--- src/rtl/pgm_pkg.sv ---
package pgm_pkg;
    localparam int CMD_W   = 6;
    localparam int DATA_W  = 14;
    localparam int SEG_CLK = DATA_W + 2;
    localparam int CNT_W   = $clog2(SEG_CLK);

    localparam logic [CMD_W-1:0] OP_LOAD_CFG  = 6'h00;
    localparam logic [CMD_W-1:0] OP_LOAD_WORD = 6'h02;
    localparam logic [CMD_W-1:0] OP_READ_WORD = 6'h04;
    localparam logic [CMD_W-1:0] OP_ADVANCE   = 6'h06;
    localparam logic [CMD_W-1:0] OP_PROGRAM   = 6'h08;
    localparam logic [CMD_W-1:0] OP_END_PROG  = 6'h0E;

    typedef enum logic {ST_CMD, ST_DATA} seq_st_e;
    typedef enum logic [1:0] {SEG_NONE, SEG_LOAD, SEG_READ, SEG_BAD} seg_kind_e;

    function automatic seg_kind_e classify(input logic [CMD_W-1:0] code);
        case (code)
            OP_LOAD_CFG, OP_LOAD_WORD:            return SEG_LOAD;
            OP_READ_WORD:                         return SEG_READ;
            OP_ADVANCE, OP_PROGRAM, OP_END_PROG:  return SEG_NONE;
            default:                              return SEG_BAD;
        endcase
    endfunction
endpackage

--- src/rtl/pgm_sync.sv ---
module pgm_sync #(
    parameter int W = 2
) (
    input  logic         clk,
    input  logic         rst,
    input  logic [W-1:0] pin_i,
    output logic [W-1:0] lvl_o,
    output logic [W-1:0] rise_o,
    output logic [W-1:0] fall_o
);
    logic [W-1:0] s1, s2, prev;

    always_ff @(posedge clk) begin
        if (rst) begin
            s1   <= '0;
            s2   <= '0;
            prev <= '0;
        end else begin
            s1   <= pin_i;
            s2   <= s1;
            prev <= s2;
        end
    end

    for (genvar i = 0; i < W; i++) begin : g_edge
        assign lvl_o[i]  = s2[i];
        assign rise_o[i] = s2[i] & ~prev[i];
        assign fall_o[i] = ~s2[i] & prev[i];
    end
endmodule

--- src/rtl/pgm_seq.sv ---
module pgm_seq
    import pgm_pkg::*;
(
    input  logic              clk,
    input  logic              rst,
    input  logic              rise_i,
    input  logic              fall_i,
    input  logic              din_i,
    output logic              cmd_strobe_o,
    output logic [CMD_W-1:0]  cmd_code_o,
    output logic              illegal_o,
    output logic              load_strobe_o,
    output logic [DATA_W-1:0] load_data_o,
    output logic              in_read_o,
    output logic              rd_start_o,
    output logic              rd_shift_o,
    output logic              rd_end_o
);
    localparam logic [CNT_W-1:0] CMD_LAST = CNT_W'(CMD_W - 1);
    localparam logic [CNT_W-1:0] SEG_LAST = CNT_W'(SEG_CLK - 1);
    localparam logic [CNT_W-1:0] PAY_LAST = CNT_W'(SEG_CLK - 2);

    seq_st_e            st;
    seg_kind_e          kind;
    logic [CNT_W-1:0]   cnt;
    logic [CMD_W-1:0]   sh_cmd;
    logic [DATA_W-1:0]  sh_dat;
    logic [CMD_W-1:0]   cmd_next;
    seg_kind_e          kind_next;

    always_comb begin
        cmd_next  = {din_i, sh_cmd[CMD_W-1:1]};
        kind_next = classify(cmd_next);
    end

    always_ff @(posedge clk) begin
        if (rst) begin
            st            <= ST_CMD;
            kind          <= SEG_NONE;
            cnt           <= '0;
            sh_cmd        <= '0;
            sh_dat        <= '0;
            cmd_strobe_o  <= 1'b0;
            cmd_code_o    <= '0;
            illegal_o     <= 1'b0;
            load_strobe_o <= 1'b0;
            load_data_o   <= '0;
        end else begin
            cmd_strobe_o  <= 1'b0;
            illegal_o     <= 1'b0;
            load_strobe_o <= 1'b0;
            if (fall_i) begin
                if (st == ST_CMD) begin
                    sh_cmd <= cmd_next;
                    if (cnt == CMD_LAST) begin
                        cnt          <= '0;
                        cmd_code_o   <= cmd_next;
                        cmd_strobe_o <= 1'b1;
                        illegal_o    <= (kind_next == SEG_BAD);
                        if (kind_next == SEG_LOAD || kind_next == SEG_READ) begin
                            st   <= ST_DATA;
                            kind <= kind_next;
                        end
                    end else begin
                        cnt <= cnt + 1'b1;
                    end
                end else begin
                    if (cnt != '0 && cnt <= PAY_LAST)
                        sh_dat <= {din_i, sh_dat[DATA_W-1:1]};
                    if (cnt == SEG_LAST) begin
                        st   <= ST_CMD;
                        kind <= SEG_NONE;
                        cnt  <= '0;
                        if (kind == SEG_LOAD) begin
                            load_strobe_o <= 1'b1;
                            load_data_o   <= sh_dat;
                        end
                    end else begin
                        cnt <= cnt + 1'b1;
                    end
                end
            end
        end
    end

    assign in_read_o  = (st == ST_DATA) && (kind == SEG_READ);
    assign rd_start_o = in_read_o && rise_i && (cnt == CNT_W'(1));
    assign rd_shift_o = in_read_o && rise_i && (cnt >= CNT_W'(2)) && (cnt <= PAY_LAST);
    assign rd_end_o   = in_read_o && rise_i && (cnt == SEG_LAST);


    cmd_cnt_bound_chk: assert property (@(posedge clk) disable iff (rst)
        (st == ST_CMD) |-> (cnt <= CMD_LAST));

    seg_kind_chk: assert property (@(posedge clk) disable iff (rst)
        (st == ST_DATA) |-> (kind == SEG_LOAD || kind == SEG_READ));

    illegal_flag_chk: assert property (@(posedge clk) disable iff (rst)
        illegal_o |-> cmd_strobe_o);

    load_pulse_chk: assert property (@(posedge clk) disable iff (rst)
        load_strobe_o |=> !load_strobe_o);

    load_vs_cmd_chk: assert property (@(posedge clk) disable iff (rst)
        !(load_strobe_o && cmd_strobe_o));
endmodule

--- src/rtl/pgm_tx.sv ---
module pgm_tx
    import pgm_pkg::*;
(
    input  logic              clk,
    input  logic              rst,
    input  logic              rd_start_i,
    input  logic              rd_shift_i,
    input  logic              rd_end_i,
    input  logic [DATA_W-1:0] rd_word_i,
    output logic              dat_o,
    output logic              oe_o
);
    logic [DATA_W-1:0] sh;

    always_ff @(posedge clk) begin
        if (rst) begin
            sh   <= '0;
            oe_o <= 1'b0;
        end else if (rd_start_i) begin
            sh   <= rd_word_i;
            oe_o <= 1'b1;
        end else if (rd_shift_i) begin
            sh <= {1'b0, sh[DATA_W-1:1]};
        end else if (rd_end_i) begin
            oe_o <= 1'b0;
        end
    end

    assign dat_o = sh[0];


    oe_rise_src_chk: assert property (@(posedge clk) disable iff (rst)
        $rose(oe_o) |-> $past(rd_start_i));

    hold_bit_chk: assert property (@(posedge clk) disable iff (rst)
        (oe_o && !rd_shift_i && !rd_end_i && !rd_start_i) |=> $stable(dat_o));
endmodule

--- src/rtl/pgm_serial_slave.sv ---
module pgm_serial_slave
    import pgm_pkg::*;
(
    input  logic              clk,
    input  logic              rst,
    input  logic              pgm_clk_i,
    input  logic              pgm_dat_i,
    input  logic [DATA_W-1:0] rd_word_i,
    output logic              pgm_dat_o,
    output logic              pgm_dat_oe,
    output logic              cmd_strobe_o,
    output logic [CMD_W-1:0]  cmd_code_o,
    output logic              illegal_cmd_o,
    output logic              load_strobe_o,
    output logic [DATA_W-1:0] load_data_o
);
    logic [1:0] lvl, rise, fall;
    logic       in_read, rd_start, rd_shift, rd_end;

    pgm_sync #(.W(2)) u_sync (
        .clk    (clk),
        .rst    (rst),
        .pin_i  ({pgm_dat_i, pgm_clk_i}),
        .lvl_o  (lvl),
        .rise_o (rise),
        .fall_o (fall)
    );

    pgm_seq u_seq (
        .clk           (clk),
        .rst           (rst),
        .rise_i        (rise[0]),
        .fall_i        (fall[0]),
        .din_i         (lvl[1]),
        .cmd_strobe_o  (cmd_strobe_o),
        .cmd_code_o    (cmd_code_o),
        .illegal_o     (illegal_cmd_o),
        .load_strobe_o (load_strobe_o),
        .load_data_o   (load_data_o),
        .in_read_o     (in_read),
        .rd_start_o    (rd_start),
        .rd_shift_o    (rd_shift),
        .rd_end_o      (rd_end)
    );

    pgm_tx u_tx (
        .clk        (clk),
        .rst        (rst),
        .rd_start_i (rd_start),
        .rd_shift_i (rd_shift),
        .rd_end_i   (rd_end),
        .rd_word_i  (rd_word_i),
        .dat_o      (pgm_dat_o),
        .oe_o       (pgm_dat_oe)
    );


    oe_in_read_chk: assert property (@(posedge clk) disable iff (rst)
        pgm_dat_oe |-> in_read);

    oe_drop_chk: assert property (@(posedge clk) disable iff (rst)
        rd_end |=> !pgm_dat_oe);
endmodule

--- config.mk ---
export PLATFORM = sky130hd
export DESIGN_NAME = pgm_serial_slave
export DESIGN_NICKNAME = d
export VERILOG_FILES = /design/src/rtl/pgm_pkg.sv /design/src/rtl/pgm_sync.sv /design/src/rtl/pgm_seq.sv /design/src/rtl/pgm_tx.sv /design/src/rtl/pgm_serial_slave.sv
export SDC_FILE = /design/constraint.sdc
export NUM_CORES = 1
export LEC_CHECK = 0
export BUFFER_PORTS_ARGS = -buffer_cell sky130_fd_sc_hd__buf_2
export CAP_MARGIN = 15
export CELL_PAD_IN_SITES_DETAIL_PLACEMENT = 1
export CELL_PAD_IN_SITES_GLOBAL_PLACEMENT = 1
export CORE_ASPECT_RATIO = 1.5
export CORE_MARGIN = 1.5
export CORE_UTILIZATION = 38
export CTS_CLUSTER_DIAMETER = 80
export DETAILED_ROUTE_END_ITERATION = 16
export PLACE_DENSITY = 0.72
export RECOVER_POWER = 100
export REMOVE_ABC_BUFFERS = 1
export SYNTH_ARGS = -nofsm -noshare
export SYNTH_HDL_FRONTEND = slang
export SYNTH_SLANG_ARGS = --single-unit
--- constraint.sdc ---
create_clock -name clk -period 1.8 [get_ports clk]
set_input_delay 0.09 -clock clk [delete_from_list [all_inputs] [get_ports clk]]
set_output_delay 0.09 -clock clk [all_outputs]
set_load 0.02 [all_outputs]
# Word level (Yosys, flattened, before mapping)

Cells that the tools add are included.

Flip-flop bits (word level): 70
Input bits: 18
Output and inout port bits: 25
Logic and storage cells: 85

$add $sub $neg: 1
Order comparisons: 2
Eq/ne operators: 15
Multiplexer cells: 19
Bitwise gates (word level): 8
Reductions and logical operators: 25

Operators with widths:

| cell                                                                   | count |
|---|---|
| 14-bit two-way mux                                                     | 2 |
| 6-bit by 3-bit == test with 1-bit output (second input constant)       | 2 |
| 6-bit by 4-bit == test with 1-bit output (second input constant)       | 2 |
| 4-bit two-way mux                                                      | 3 |
| 1-bit two-way mux                                                      | 9 |
| 2-bit two-way mux                                                      | 4 |
| 4-bit AND reduction                                                    | 2 |
| 2-bit nonzero test                                                     | 4 |
| 4-bit OR reduction                                                     | 2 |
| 1-bit logical AND                                                      | 7 |
| 2-bit == test (second input constant)                                  | 3 |
| 6-bit by 2-bit == test with 1-bit output (second input constant)       | 1 |
| 6-bit zero test                                                        | 1 |
| 1-bit inverter                                                         | 6 |
| 2-bit one-hot mux with 3 select lines                                  | 1 |
| 3-bit AND reduction                                                    | 2 |
| 3-bit OR reduction                                                     | 2 |
| 4-bit by 1-bit adder with 4-bit output (second input constant)         | 1 |
| 2-bit by 1-bit == test with 1-bit output (second input constant)       | 2 |
| 4-bit by 1-bit == test with 1-bit output (second input constant)       | 1 |
| 4-bit by 3-bit == test with 1-bit output (second input constant)       | 1 |
| 4-bit == test (second input constant)                                  | 1 |
| 4-bit by 2-bit >= comparator with 1-bit output (second input constant) | 1 |
| 4-bit <= comparator (second input constant)                            | 1 |
| other kinds (6)                                                        | 9 |

# Longest topological paths before layout

Depth after elaboration: 8
Gate-level depth with buffers: 7
Mapped depth without buffers: 7

# Modules after synthesis

Synthesis repeated with hierarchy kept, for this count alone.

Cells, all modules: 286
Area total of the unflattened synthesis: 2960.3 um^2

By module, submodules not included:

| module   | times used | cells each | area each (um^2) | sequential area each (um^2) |
|---|---|---|---|---|
| pgm_seq  | 1          | 205        | 2043.2           | 980.9 |
| pgm_tx   | 1          | 65         | 734.5            | 300.3 |
| pgm_sync | 1          | 16         | 182.7            | 120.1 |

# Worst setup path before layout

OpenSTA, ideal clock, no wires.

Path kind: register to register
Start: register u_seq.cnt[1]
End: register u_seq.kind[0]
Setup time: 0.132 ns
Data arrival time: 1.710 ns
Data required time: 1.668 ns
Path slack: -0.042 ns
Cell stages (with the launch flop): 8
Path buffers: 1
Clock period less this slack: 1.842 ns
Path through: dfxtp_1 -> inv_1 -> ha_1 -> or3b_1 -> or2_1 -> clkbuf_1 -> o221ai_1 -> a21oi_1

Cells in the longest elaborated chain, start to end: 3
Elaborated cells between the ends (all ways): 5
Those cells by class: eq/ne: 3; reduce/logical: 2

Ends and longest elaborated chain:

| element                                                                   | RTL line                     | text |
|---|---|---|
| from (decl)                                                               | pgm_seq.sv:25                | `logic [CNT_W-1:0] cnt;` |
| from (signal assigned)                                                    | pgm_seq.sv:65                | `cnt <= cnt + 1'b1;` |
| from (signal assigned)                                                    | pgm_seq.sv:79                | `cnt <= cnt + 1'b1;` |
| 4-bit == test or 4-bit by 3-bit == test with 1-bit output (tied branches) | pgm_seq.sv:70, pgm_seq.sv:55 |  |
| 2-bit != test (no source line) or 2-bit nonzero test (tied branches)      | n/a                          |  |
| 4-bit AND reduction (no source line) (*)                                  | n/a                          |  |
| to (signal assigned)                                                      | pgm_seq.sv:62                | `kind <= kind_next;` |
| to (decl)                                                                 | pgm_seq.sv:24                | `seg_kind_e kind;` |

Mark *: on every way between the ends. The rest lies on a longest branch, timed or not.
A chain may end at the register's enable or synchronous reset.

# Worst setup path after layout

Start: register u_seq.cnt[3]
End: register u_seq.sh_dat[13]

Cells in the longest elaborated chain, start to end: 3
Elaborated cells between the ends (all ways): 4
Those cells by class: order compare: 1; reduce/logical: 3

Ends and longest elaborated chain:

| element                                                   | RTL line      | text |
|---|---|---|
| 4-bit <= comparator or 4-bit nonzero test (tied branches) | pgm_seq.sv:68 | `if (cnt != '0 && cnt <= PAY_LAST)` |
| 1-bit logical AND (*)                                     | pgm_seq.sv:68 |  |
| 3-bit AND reduction (no source line) (*)                  | n/a           |  |
| to (signal assigned)                                      | pgm_seq.sv:69 | `sh_dat <= {din_i, sh_dat[DATA_W-1:1]};` |
| to (decl)                                                 | pgm_seq.sv:27 | `logic [DATA_W-1:0] sh_dat;` |

Marks and branches as above.

==> qor.yml <==
clockPowerShare_pct: 42.6
top_level_ports: 43
status: "complete, no violations"
path_max_fanout: 9
dieHeight_um: 108
worst_path_most_repeated_cell: "nor2_1"
p_sw_uw: 669
fill_cells: 846
r2r-end: "u_seq.sh_dat[13]"
cts_tree: "done"
globalRouteOverflowTotal: 0
cp_slowest_cell: "dfxtp_1"
via_per_inst: 4.96
path_class: "reg -> reg"
synth_async_sr_flop_share_pct: 0
max_freq_ghz: 0.590
powerDensity_nw_per_um2: 846
synth.distinct_cells: 44
initial_core_util_pct: 38.9
synth.yosys.seq_area_share_pct: 49.5
clock_sinks: 69
grt_pass1_wl_um: 10500
drive_gt1_share_pct: 18.7
cpPeakStageDelay_ns: 0.49
antennaDiodeCount: 0
peakVddDrop_v: 0.000518
slew_viol_final: 0
r2r_slack_ns: 0.11
cts_setup_buffers: 0
holdPathEnd: "u_tx.sh[12]"
wl_per_cell_um: 13.6
p_int_uw: 2210
p_comb_share_pct: 3.8
cap_viol_max_count: 0
setup_viol: 0
cts_htree_levels: 3
die_area_um2: 7880
rows: 38
cp-start-kind: "flip-flop"
reg2regPathDepth: 5
syn-cell-area_um2: 2790
die_w_um: 73.0
clk_pin_slew_ns: 0.08
swShare_pct: 23.2
hp-class: "in -> reg"
required_ns: 2.03
hold_violations: 0
syn_inst: 294
areaGrowthSynthToFinish_pct: 22.0
drtIter0Drc: 77
cp_top_family: "flip-flops"
hold_depth: 3
leakagePower_uw: 0.00119
io_buffers: 42
setup_tns_ns: 0
holdCritStartpoint: "rd_word_i[12]"
seq_power_share_pct: 53.5
insertion_delay_ns: 0.35
grt_usage_pct: 17.5
r2r-start: "u_seq.cnt[3]"
antenna_found_initial: 0
layout_commonest_cell: "dfxtp_1"
syn_avg_cell_area_um2: 9.49
firstDrtPassIters: 4
cts_max_path_buffers: 2
rsz0062_at_grt: "false"
timing.hold.ws_ns: 0.0400
num-nets-final: 377
drt.antenna.violating_nets: 0
dp_hpwl_um: 4430
gp_congestion: 0.758
layout_common_cells: "68 x dfxtp_1, 34 x nor2_1, 30 x a21oi_1, 28 x mux2i_1, 27 x clkbuf_1"
synth-seq-cells: 69
fin_crit_sh_pct: 94.1
cts-root-buf: "clkbuf_8"
clock_skew_ns: 0.00636
cp.arrival_ns: 1.93
tightestPinTransition_ns: 0.467
finalWirelength_um: 6240
min_period_ns: 1.69
cts_buffers: 9
grt_start_max_net_pins: 26
worst-path-buf-inv: 1
crit_chain: "nor2_1 -> a2111oi_4 -> buf_4 -> mux2i_1 -> nor2_1"
drc_errors: 0
relSlewSlack_pct: 68.8
yosys_warnings: 0
synth_ff_type: "dfxtp_1"
vias: 2276
synth_edf_count: 0
core_um2: 7180
p_total_uw: 2880
grt_pass1_vias: 2271
cp-end-kind: "flip-flop"
cell type report:
class	instances	area, um2	share of cell area, %
multi-input combinational	186	1250	36.8
sequential	69	1390	40.7
timing repair buffer	67	374	11.0
clock buffer	9	124	3.64
clock inverter	7	66.3	1.95
inverter	21	78.8	2.32
tap	100	125	3.68
tightest hold or removal path, cell delays in order:
cell and delay, ns:
buf_2 0.08, o221ai_1 0.09, a21oi_1 0.11
registers in the layout, indices dropped and copies added, names as in the netlist, 2 cells and up:
register	count
u_seq.sh_cmd	5
u_sync.s1	2
u_seq.cnt	4
u_tx.sh	14
u_seq.kind	2
u_seq.cmd_code_o	6
u_seq.load_data_o	14
u_seq.sh_dat	14
u_sync.lvl_o	2
worst max path at each step:
stage,start,end,cells after the start
global route,u_seq.cnt[2],u_seq.cmd_code_o[1],7
CTS,u_seq.cnt[0],u_seq.cmd_code_o[2],6
detailed placement,u_seq.cnt[0],u_seq.cmd_code_o[2],6
finish,u_seq.cnt[3],u_seq.sh_dat[13],5
global placement,u_seq.cnt[0],u_seq.cmd_code_o[4],6
floorplan,u_seq.cnt[0],u_seq.sh_dat[0],5
repair_timing:
item / 4_1_cts / 5_1_grt
endpoints found under the setup margin: 2 / 40
hold buffers: 2 / 0
endpoints found under the hold margin: 2 / 0
resized for setup: 1 / 5
power by group through the flow:
stage	clock network (uW)	logic (uW)	registers, uW
final	1230	111	1540
after global routing	1340	126	1540
after CTS	1280	114	1540
after detailed placement	0	110	1580
after global placement	0	108	1580
after floorplan	0	46.8	1580
layer usage:
layer  vias up  wire (um)  track usage (%)
li1       1137          -                -
met1      1085       2640             19.6
met2        45       3250             29.5
met3         9        238             5.31
met4         0        108             8.63
met5         -          0                0
logic make-up (layout without fill, tap and decap cells):
kind of cell / after synthesis / in the layout / share of synthesized area [%]
AO/OA/AOI/OAI: 61 / 61 / 15.1
XOR/XNOR: 2 / 2 / 0.628
adder cells (fa/ha/maj): 5 / 5 / 2.24
multiplexers: 28 / 28 / 10.0
flip-flops: 69 / 69 / 49.5
buffers and inverters: 39 / 104 / 6.23
AND/OR/NAND/NOR: 90 / 90 / 16.3
cells in the mapped netlist, types with 2 or more instances:
cell type	instances	area [um2]
buf_2	4	20.0
or3_1	2	12.5
o21ai_0	5	25.0
nand2_1	22	82.6
dfxtp_1	69	1380
ha_1	5	62.6
xnor2_1	2	17.5
mux2i_1	28	280
buf_6	3	33.8
nor3_1	2	10.0
nor2b_1	6	37.5
nand4_1	2	12.5
a21oi_1	30	150
clkbuf_1	11	41.3
inv_1	21	78.8
nor2_1	33	124
nand2b_1	2	12.5
o31ai_1	2	15.0
nand3_1	5	25.0
o221ai_1	15	131
nor2_2	2	12.5
stage by stage:
step	instances	instance area [um2]	util (%)	worst slack [ns]
finish	459	3400	47.4	0.105
global route	459	3400	47.4	0.0136
CTS	459	3430	47.8	0.0301
detailed placement	441	3220	44.8	0.0221
global placement	441	3220	44.8	0.0853
floorplan	276	2700	-	-0.202
Power figures use the tool's default switching activity.
